<file path="src/rtl/smu_pkg.sv">
// Shared encodings for the scalar move unit.
// Assumes: family and direction arrive as 2-bit codes from decode.
package smu_pkg;
    typedef enum logic [1:0] {
        FAM_LEGACY = 2'd0,
        FAM_VEX    = 2'd1,
        FAM_EVEX   = 2'd2,
        FAM_RSVD   = 2'd3
    } fam_e;

    typedef enum logic [1:0] {
        DIR_LOAD  = 2'd0,
        DIR_STORE = 2'd1,
        DIR_REG   = 2'd2,
        DIR_M2M   = 2'd3
    } dir_e;

    localparam int ELEM_W  = 32;
    localparam int LANE_W  = 128;
    localparam int MID_W   = LANE_W - ELEM_W;
    localparam logic [3:0] VVVV_IDLE = 4'b1111;
endpackage

</file>
<file path="src/rtl/smu_fault_check.sv">
// Undefined-opcode detection for the scalar move unit.
// Does: flags reserved codes, memory-to-memory transfers, a non-idle
// register specifier on VEX/EVEX stores, and zeroing on EVEX stores.
// Assumes: purely combinational; the qualification with in_valid is done by the caller.
module smu_fault_check
    import smu_pkg::*;
(
    input  fam_e       fam,
    input  dir_e       dir,
    input  logic [3:0] vvvv,
    input  logic       zero_en,
    output logic       fault
);
    logic bad_code;
    logic bad_vvvv;
    logic bad_zero;

    // Decide each fault cause separately, then combine them.
    always_comb begin
        bad_code = (fam == FAM_RSVD) || (dir == DIR_M2M);
        bad_vvvv = (dir == DIR_STORE) && (fam != FAM_LEGACY) && (vvvv != VVVV_IDLE);
        bad_zero = (dir == DIR_STORE) && (fam == FAM_EVEX) && zero_en;
        fault    = bad_code || bad_vvvv || bad_zero;
    end
endmodule

</file>
<file path="src/rtl/smu_dest_merge.sv">
// Destination builder for loads and register moves.
// Does: builds the new destination from three regions (low element,
// bits 127:32, bits VLEN-1:128). Each region follows its own rule for the
// encoding family, and EVEX masking applies to the low element.
// Assumes: VLEN >= 128 and a multiple of 32.
module smu_dest_merge
    import smu_pkg::*;
#(
    parameter int VLEN = 512
) (
    input  fam_e              fam,
    input  dir_e              dir,
    input  logic [VLEN-1:0]   old_dst,
    input  logic [MID_W-1:0]  src1_mid,
    input  logic [ELEM_W-1:0] src2_lo,
    input  logic [ELEM_W-1:0] mem_rdata,
    input  logic              mask_bit,
    input  logic              mask_en,
    input  logic              zero_en,
    output logic [VLEN-1:0]   dst_next,
    output logic              dst_req
);
    localparam int TOP_W = VLEN - LANE_W;

    logic              is_load;
    logic              masked_off;
    logic [ELEM_W-1:0] low_cand;
    logic [ELEM_W-1:0] low_val;
    logic [MID_W-1:0]  mid_val;

    // Choose the candidate low element and apply the EVEX writemask to it.
    always_comb begin
        is_load    = (dir == DIR_LOAD);
        low_cand   = is_load ? mem_rdata : src2_lo;
        masked_off = (fam == FAM_EVEX) && mask_en && !mask_bit;
        if (!masked_off)
            low_val = low_cand;
        else if (zero_en)
            low_val = '0;
        else
            low_val = old_dst[ELEM_W-1:0];
    end

    // Bits 127:32: cleared on loads, else kept (legacy) or taken from source 1.
    always_comb begin
        if (is_load)
            mid_val = '0;
        else if (fam == FAM_LEGACY)
            mid_val = old_dst[LANE_W-1:ELEM_W];
        else
            mid_val = src1_mid;
    end

    // Only loads and register moves with a valid family write the destination.
    always_comb begin
        dst_req = ((dir == DIR_LOAD) || (dir == DIR_REG)) && (fam != FAM_RSVD);
    end

    assign dst_next[ELEM_W-1:0]      = low_val;
    assign dst_next[LANE_W-1:ELEM_W] = mid_val;

    generate
        if (TOP_W > 0) begin : g_upper
            logic [TOP_W-1:0] top_val;
            // Bits above 127: kept for legacy forms, cleared for VEX and EVEX.
            always_comb begin
                top_val = (fam == FAM_LEGACY) ? old_dst[VLEN-1:LANE_W] : '0;
            end
            assign dst_next[VLEN-1:LANE_W] = top_val;
        end
    endgenerate
endmodule

</file>
<file path="src/rtl/smu_store_path.sv">
// Store-side decision for the scalar move unit.
// Does: forwards the low element of source 2 as memory data and decides
// whether the store is requested; a cleared EVEX mask bit suppresses it.
// Assumes: combinational; fault gating happens in the top.
module smu_store_path
    import smu_pkg::*;
(
    input  fam_e              fam,
    input  dir_e              dir,
    input  logic [ELEM_W-1:0] src2_lo,
    input  logic              mask_bit,
    input  logic              mask_en,
    output logic [ELEM_W-1:0] st_data,
    output logic              st_req
);
    // Request a store unless EVEX merging masking blanks the element.
    always_comb begin
        st_data = src2_lo;
        st_req  = (dir == DIR_STORE) && !((fam == FAM_EVEX) && mask_en && !mask_bit);
    end
endmodule

</file>
<file path="src/rtl/scalar_move_unit.sv">
// Scalar single-precision move/merge execution slice (top).
// Does: combines fault decode, destination merge and store path, and
// registers every output one cycle after in_valid.
// Assumes: one operation per in_valid pulse; synchronous active-low reset.
module scalar_move_unit
    import smu_pkg::*;
#(
    parameter int VLEN = 512
) (
    input  logic              clk,
    input  logic              rst_n,
    input  logic              in_valid,
    input  logic [1:0]        family,
    input  logic [1:0]        direction,
    input  logic [VLEN-1:0]   old_dst,
    input  logic [95:0]       src1_mid,
    input  logic [31:0]       src2_lo,
    input  logic [31:0]       mem_rdata,
    input  logic              mask_bit,
    input  logic              mask_en,
    input  logic              zero_en,
    input  logic [3:0]        vvvv,
    output logic              out_valid,
    output logic [VLEN-1:0]   dst_data,
    output logic              dst_we,
    output logic [31:0]       mem_wdata,
    output logic              mem_we,
    output logic              ud_fault
);
    fam_e              fam;
    dir_e              dir;
    logic              fault;
    logic [VLEN-1:0]   dst_next;
    logic              dst_req;
    logic [ELEM_W-1:0] st_data;
    logic              st_req;

    assign fam = fam_e'(family);
    assign dir = dir_e'(direction);

    smu_fault_check u_fault (
        .fam     (fam),
        .dir     (dir),
        .vvvv    (vvvv),
        .zero_en (zero_en),
        .fault   (fault)
    );

    smu_dest_merge #(.VLEN(VLEN)) u_merge (
        .fam       (fam),
        .dir       (dir),
        .old_dst   (old_dst),
        .src1_mid  (src1_mid),
        .src2_lo   (src2_lo),
        .mem_rdata (mem_rdata),
        .mask_bit  (mask_bit),
        .mask_en   (mask_en),
        .zero_en   (zero_en),
        .dst_next  (dst_next),
        .dst_req   (dst_req)
    );

    smu_store_path u_store (
        .fam      (fam),
        .dir      (dir),
        .src2_lo  (src2_lo),
        .mask_bit (mask_bit),
        .mask_en  (mask_en),
        .st_data  (st_data),
        .st_req   (st_req)
    );

    // Register strobes and enables every cycle; a fault blocks both writes.
    always_ff @(posedge clk) begin
        if (!rst_n) begin
            out_valid <= 1'b0;
            dst_we    <= 1'b0;
            mem_we    <= 1'b0;
            ud_fault  <= 1'b0;
        end else begin
            out_valid <= in_valid;
            dst_we    <= in_valid && dst_req && !fault;
            mem_we    <= in_valid && st_req && !fault;
            ud_fault  <= in_valid && fault;
        end
    end

    // Capture data only when an operation is issued.
    always_ff @(posedge clk) begin
        if (!rst_n) begin
            dst_data  <= '0;
            mem_wdata <= '0;
        end else if (in_valid) begin
            dst_data  <= dst_next;
            mem_wdata <= st_data;
        end
    end
endmodule

</file>
<file path="config.mk">
export PLATFORM = sky130hd
export DESIGN_NAME = scalar_move_unit
export DESIGN_NICKNAME = d
export VERILOG_FILES = /design/src/rtl/smu_pkg.sv /design/src/rtl/smu_fault_check.sv /design/src/rtl/smu_dest_merge.sv /design/src/rtl/smu_store_path.sv /design/src/rtl/scalar_move_unit.sv
export SDC_FILE = /design/constraint.sdc
export NUM_CORES = 1
export LEC_CHECK = 0
export BUFFER_PORTS_ARGS = -buffer_cell sky130_fd_sc_hd__buf_2
export CAP_MARGIN = 25
export CORE_AREA = 2 2 478 480
export DETAILED_ROUTE_END_ITERATION = 8
export DIE_AREA = 0 0 480 482
export PLACE_DENSITY = 0.35
export SETUP_SLACK_MARGIN = 0.1
export SYNTH_ARGS = -nofsm -noshare
export SYNTH_HDL_FRONTEND = slang
export SYNTH_SLANG_ARGS = --single-unit
</file>
<file path="constraint.sdc">
create_clock -name clk -period 1.43 [get_ports clk]
set_clock_uncertainty 0.2 [all_clocks]
set_input_delay 0.2145 -clock clk [delete_from_list [all_inputs] [get_ports clk]]
set_output_delay 0.2145 -clock clk [all_outputs]
set_load 0.1 [all_outputs]
</file>
==> impl_metrics.tcl <==
set metrics [dict create \
    avgSynthCellArea_um2 9.51 \
    ant_nets 0 \
    drtPass1Iterations 5 \
    ir_worst_vdd_uv 765 \
    p_leak_nw 21.0 \
    htreeDepth 3 \
    synth_top_cell_area_share_pct 47.5 \
    grt_max_degree 84 \
    antenna_found_initial 79 \
    critPathMaxFanout 2 \
    hold_viol_final 3 \
    start_util_pct 10.2 \
    synth_nets 3117 \
    max-slew-margin-rel_pct 55.8 \
    worstPathRequired_ns 1.02 \
    stdcell_area_um2 54000 \
    crit_slowest_cell "dfxtp_4" \
    reg2regPathDepth 4 \
    hold_path_class "input pin to flip-flop" \
    vias_per_cell 3.46 \
    numCtsBuffers 79 \
    yosys_warnings 0 \
    fin_nets 5211 \
    cts_tree "yes" \
    path_cells "buf_12" \
    critPathBufInv 1 \
    avgRoutedWirePerCell_um 21.2 \
    dieHeight_um 482 \
    yosys-top-cells-area "dfxtp_1 47%, a21boi_1 12%, nand2b_1 11%" \
    place_area_um2 42500 \
    clock_path_buffers 3 \
    min_path_cells 3 \
    dpl.hpwl_mm 126 \
    ys_types 31 \
    ys_seq_elements 548 \
    multi_input_area_um2 10900 \
    clkSinkCount 548 \
    final_cell_mix "726 x dlygate4sd3_1, 682 x buf_2, 603 x buf_12" \
    arrival_ns 1.30 \
    crit_type "flip-flop to output port" \
    clkTransAtPathRegs_ns 0.06 \
    fin_crit_ns 1.71 \
    rsz0062_at_grt "yes" \
    route.detailed.drc 0 \
    core_area_um2 226000 \
    wl_met1_mm 62.4 \
    syn_area_um2 23100 \
    num_rows 175 \
    synthCells 2431 \
    gp_congestion 0.809 \
    dr_wl_met3_mm 12.8 \
    status "finished with violations" \
    clkLatencyLatePin_ns 0.69 \
    grt_pass1_wl_mm 215 \
    fin_setup_tns_ns -111.30 \
    gr-usage-all-layers_pct 13.1 \
    drive_above_1_share_pct 48.3 \
    drtIter0Drc 929 \
    grt_pass1_vias 27000 \
    powerDensity_nw_per_um2 914 \
    cap_violations 0 \
    final_core_util_pct 23.8 \
    fill_cells 24500 \
    yosys.area.top_type "dfxtp_1" \
    register_area_um2 11900 \
    holdWs_ns -0.159 \
    die_x_um 480 \
    period_share_pct 120 \
    start_kind "flip-flop" \
    cts.root.buffer_cell "clkbuf_16" \
    max_stage_delay_ns 0.43 \
    worst_slew_pin_slew_ns 0.662 \
    power_w 0.0493 \
    route.met2.wl_mm 79.0 \
    syn2layout_area_growth_pct 134 \
    crit_family "flip-flops" \
    vias 26400 \
    violations "hold timing, setup timing" \
    drv_slew 0 \
    setup_ws_ns -0.282 \
    ys_seq_area_share_pct 47.5 \
    port_buffers 1233 \
    overflow 0 \
    final_common_cell "dlygate4sd3_1" \
    max_freq_mhz 584 \
    setup_violations 567 \
    top_layer "met5" \
    die-area_um2 231000 \
    end_kind "output port" \
    path_depth 1 \
    drt_wl_total_mm 162 \
    io_pins 1234 \
]
==> path summary, 6_finish.rpt <==
kind	slack (ns)	from	end
hold reg to reg	0.28	dst_data[96]	dst_data[96]
setup reg to reg	0.43	dst_data[291]	dst_data[291]
hold / removal	-0.16	direction[1]	dst_data[32]
setup / recovery	-0.28	dst_data[289]	dst_data[289]
==> timing repair <==
item                                    CTS  global route
resized for setup                       137            49
buffers inserted                         45            65
endpoints found under the setup margin  548           837
pin swaps                                 0             1
hold buffers                            741             9
gates cloned                              0             5
hold endpoints to repair                548            62
==> state kept, by name, summed over array words and instances (netlist names) <==
name / count
dst_data: 512
mem_wdata: 32
out_valid: 1
ud_fault: 1
mem_we: 1
dst_we: 1
==> cells in the mapped netlist, drive strengths merged <==
cell type	count
mux2i	160
o21a	1
clkbuf	126
dfxtp	548
nand2b	418
and2	2
nor4bb	1
a21oi	1
o21ai	129
nor2b	34
nand2	99
nor2	3
buf	104
nand3	386
and4	1
nor4	1
nor3	1
a221oi	32
a21boi	384
==> metal layers <==
layer	up-vias	track usage, %
li1	12600	-
met1	12500	14.5
met2	1047	22.8
met3	279	4.37
met4	30	5.76
met5	-	0
==> per-stage QoR <==
stage / worst slack [ns] / std cells / hold slack [ns]
after floorplan: 0.0542 / 2431 / 0.0869
after global placement: -0.508 / 6595 / 0.260
after detailed placement: -0.470 / 6595 / 0.267
after CTS: -0.394 / 7526 / -0.257
after global routing: -0.353 / 7621 / -0.211
final: -0.282 / 7637 / -0.159
==> report_power, final <==
group          internal (W)  total [W]  switching (W)
logic               0.00554     0.0127        0.00718
clock network        0.0117     0.0201        0.00845
registers            0.0158     0.0165       0.000663
==> area by class of cell <==
type,instances,share of cell area [%]
tap,3009,6.97
clock inverter,22,0.387
multi-input combinational,1653,20.1
clock buffer,123,4.41
timing repair buffer,2243,45.8
sequential,548,22.1
antenna,39,0.181
==> logic make-up (layout without fill, tap and decap cells) <==
group | count (synthesis) | in the layout | share of synthesized area, %
muxes | 160 | 160 | 6.93
other | 0 | 39 | 0
DFF | 548 | 548 | 47.5
buffers and inverters | 230 | 2388 | 5.66
AOI/OAI and AO/OA | 547 | 547 | 17.4
and+or+nand+nor | 946 | 946 | 22.6
(Power assumes the default switching activity.)
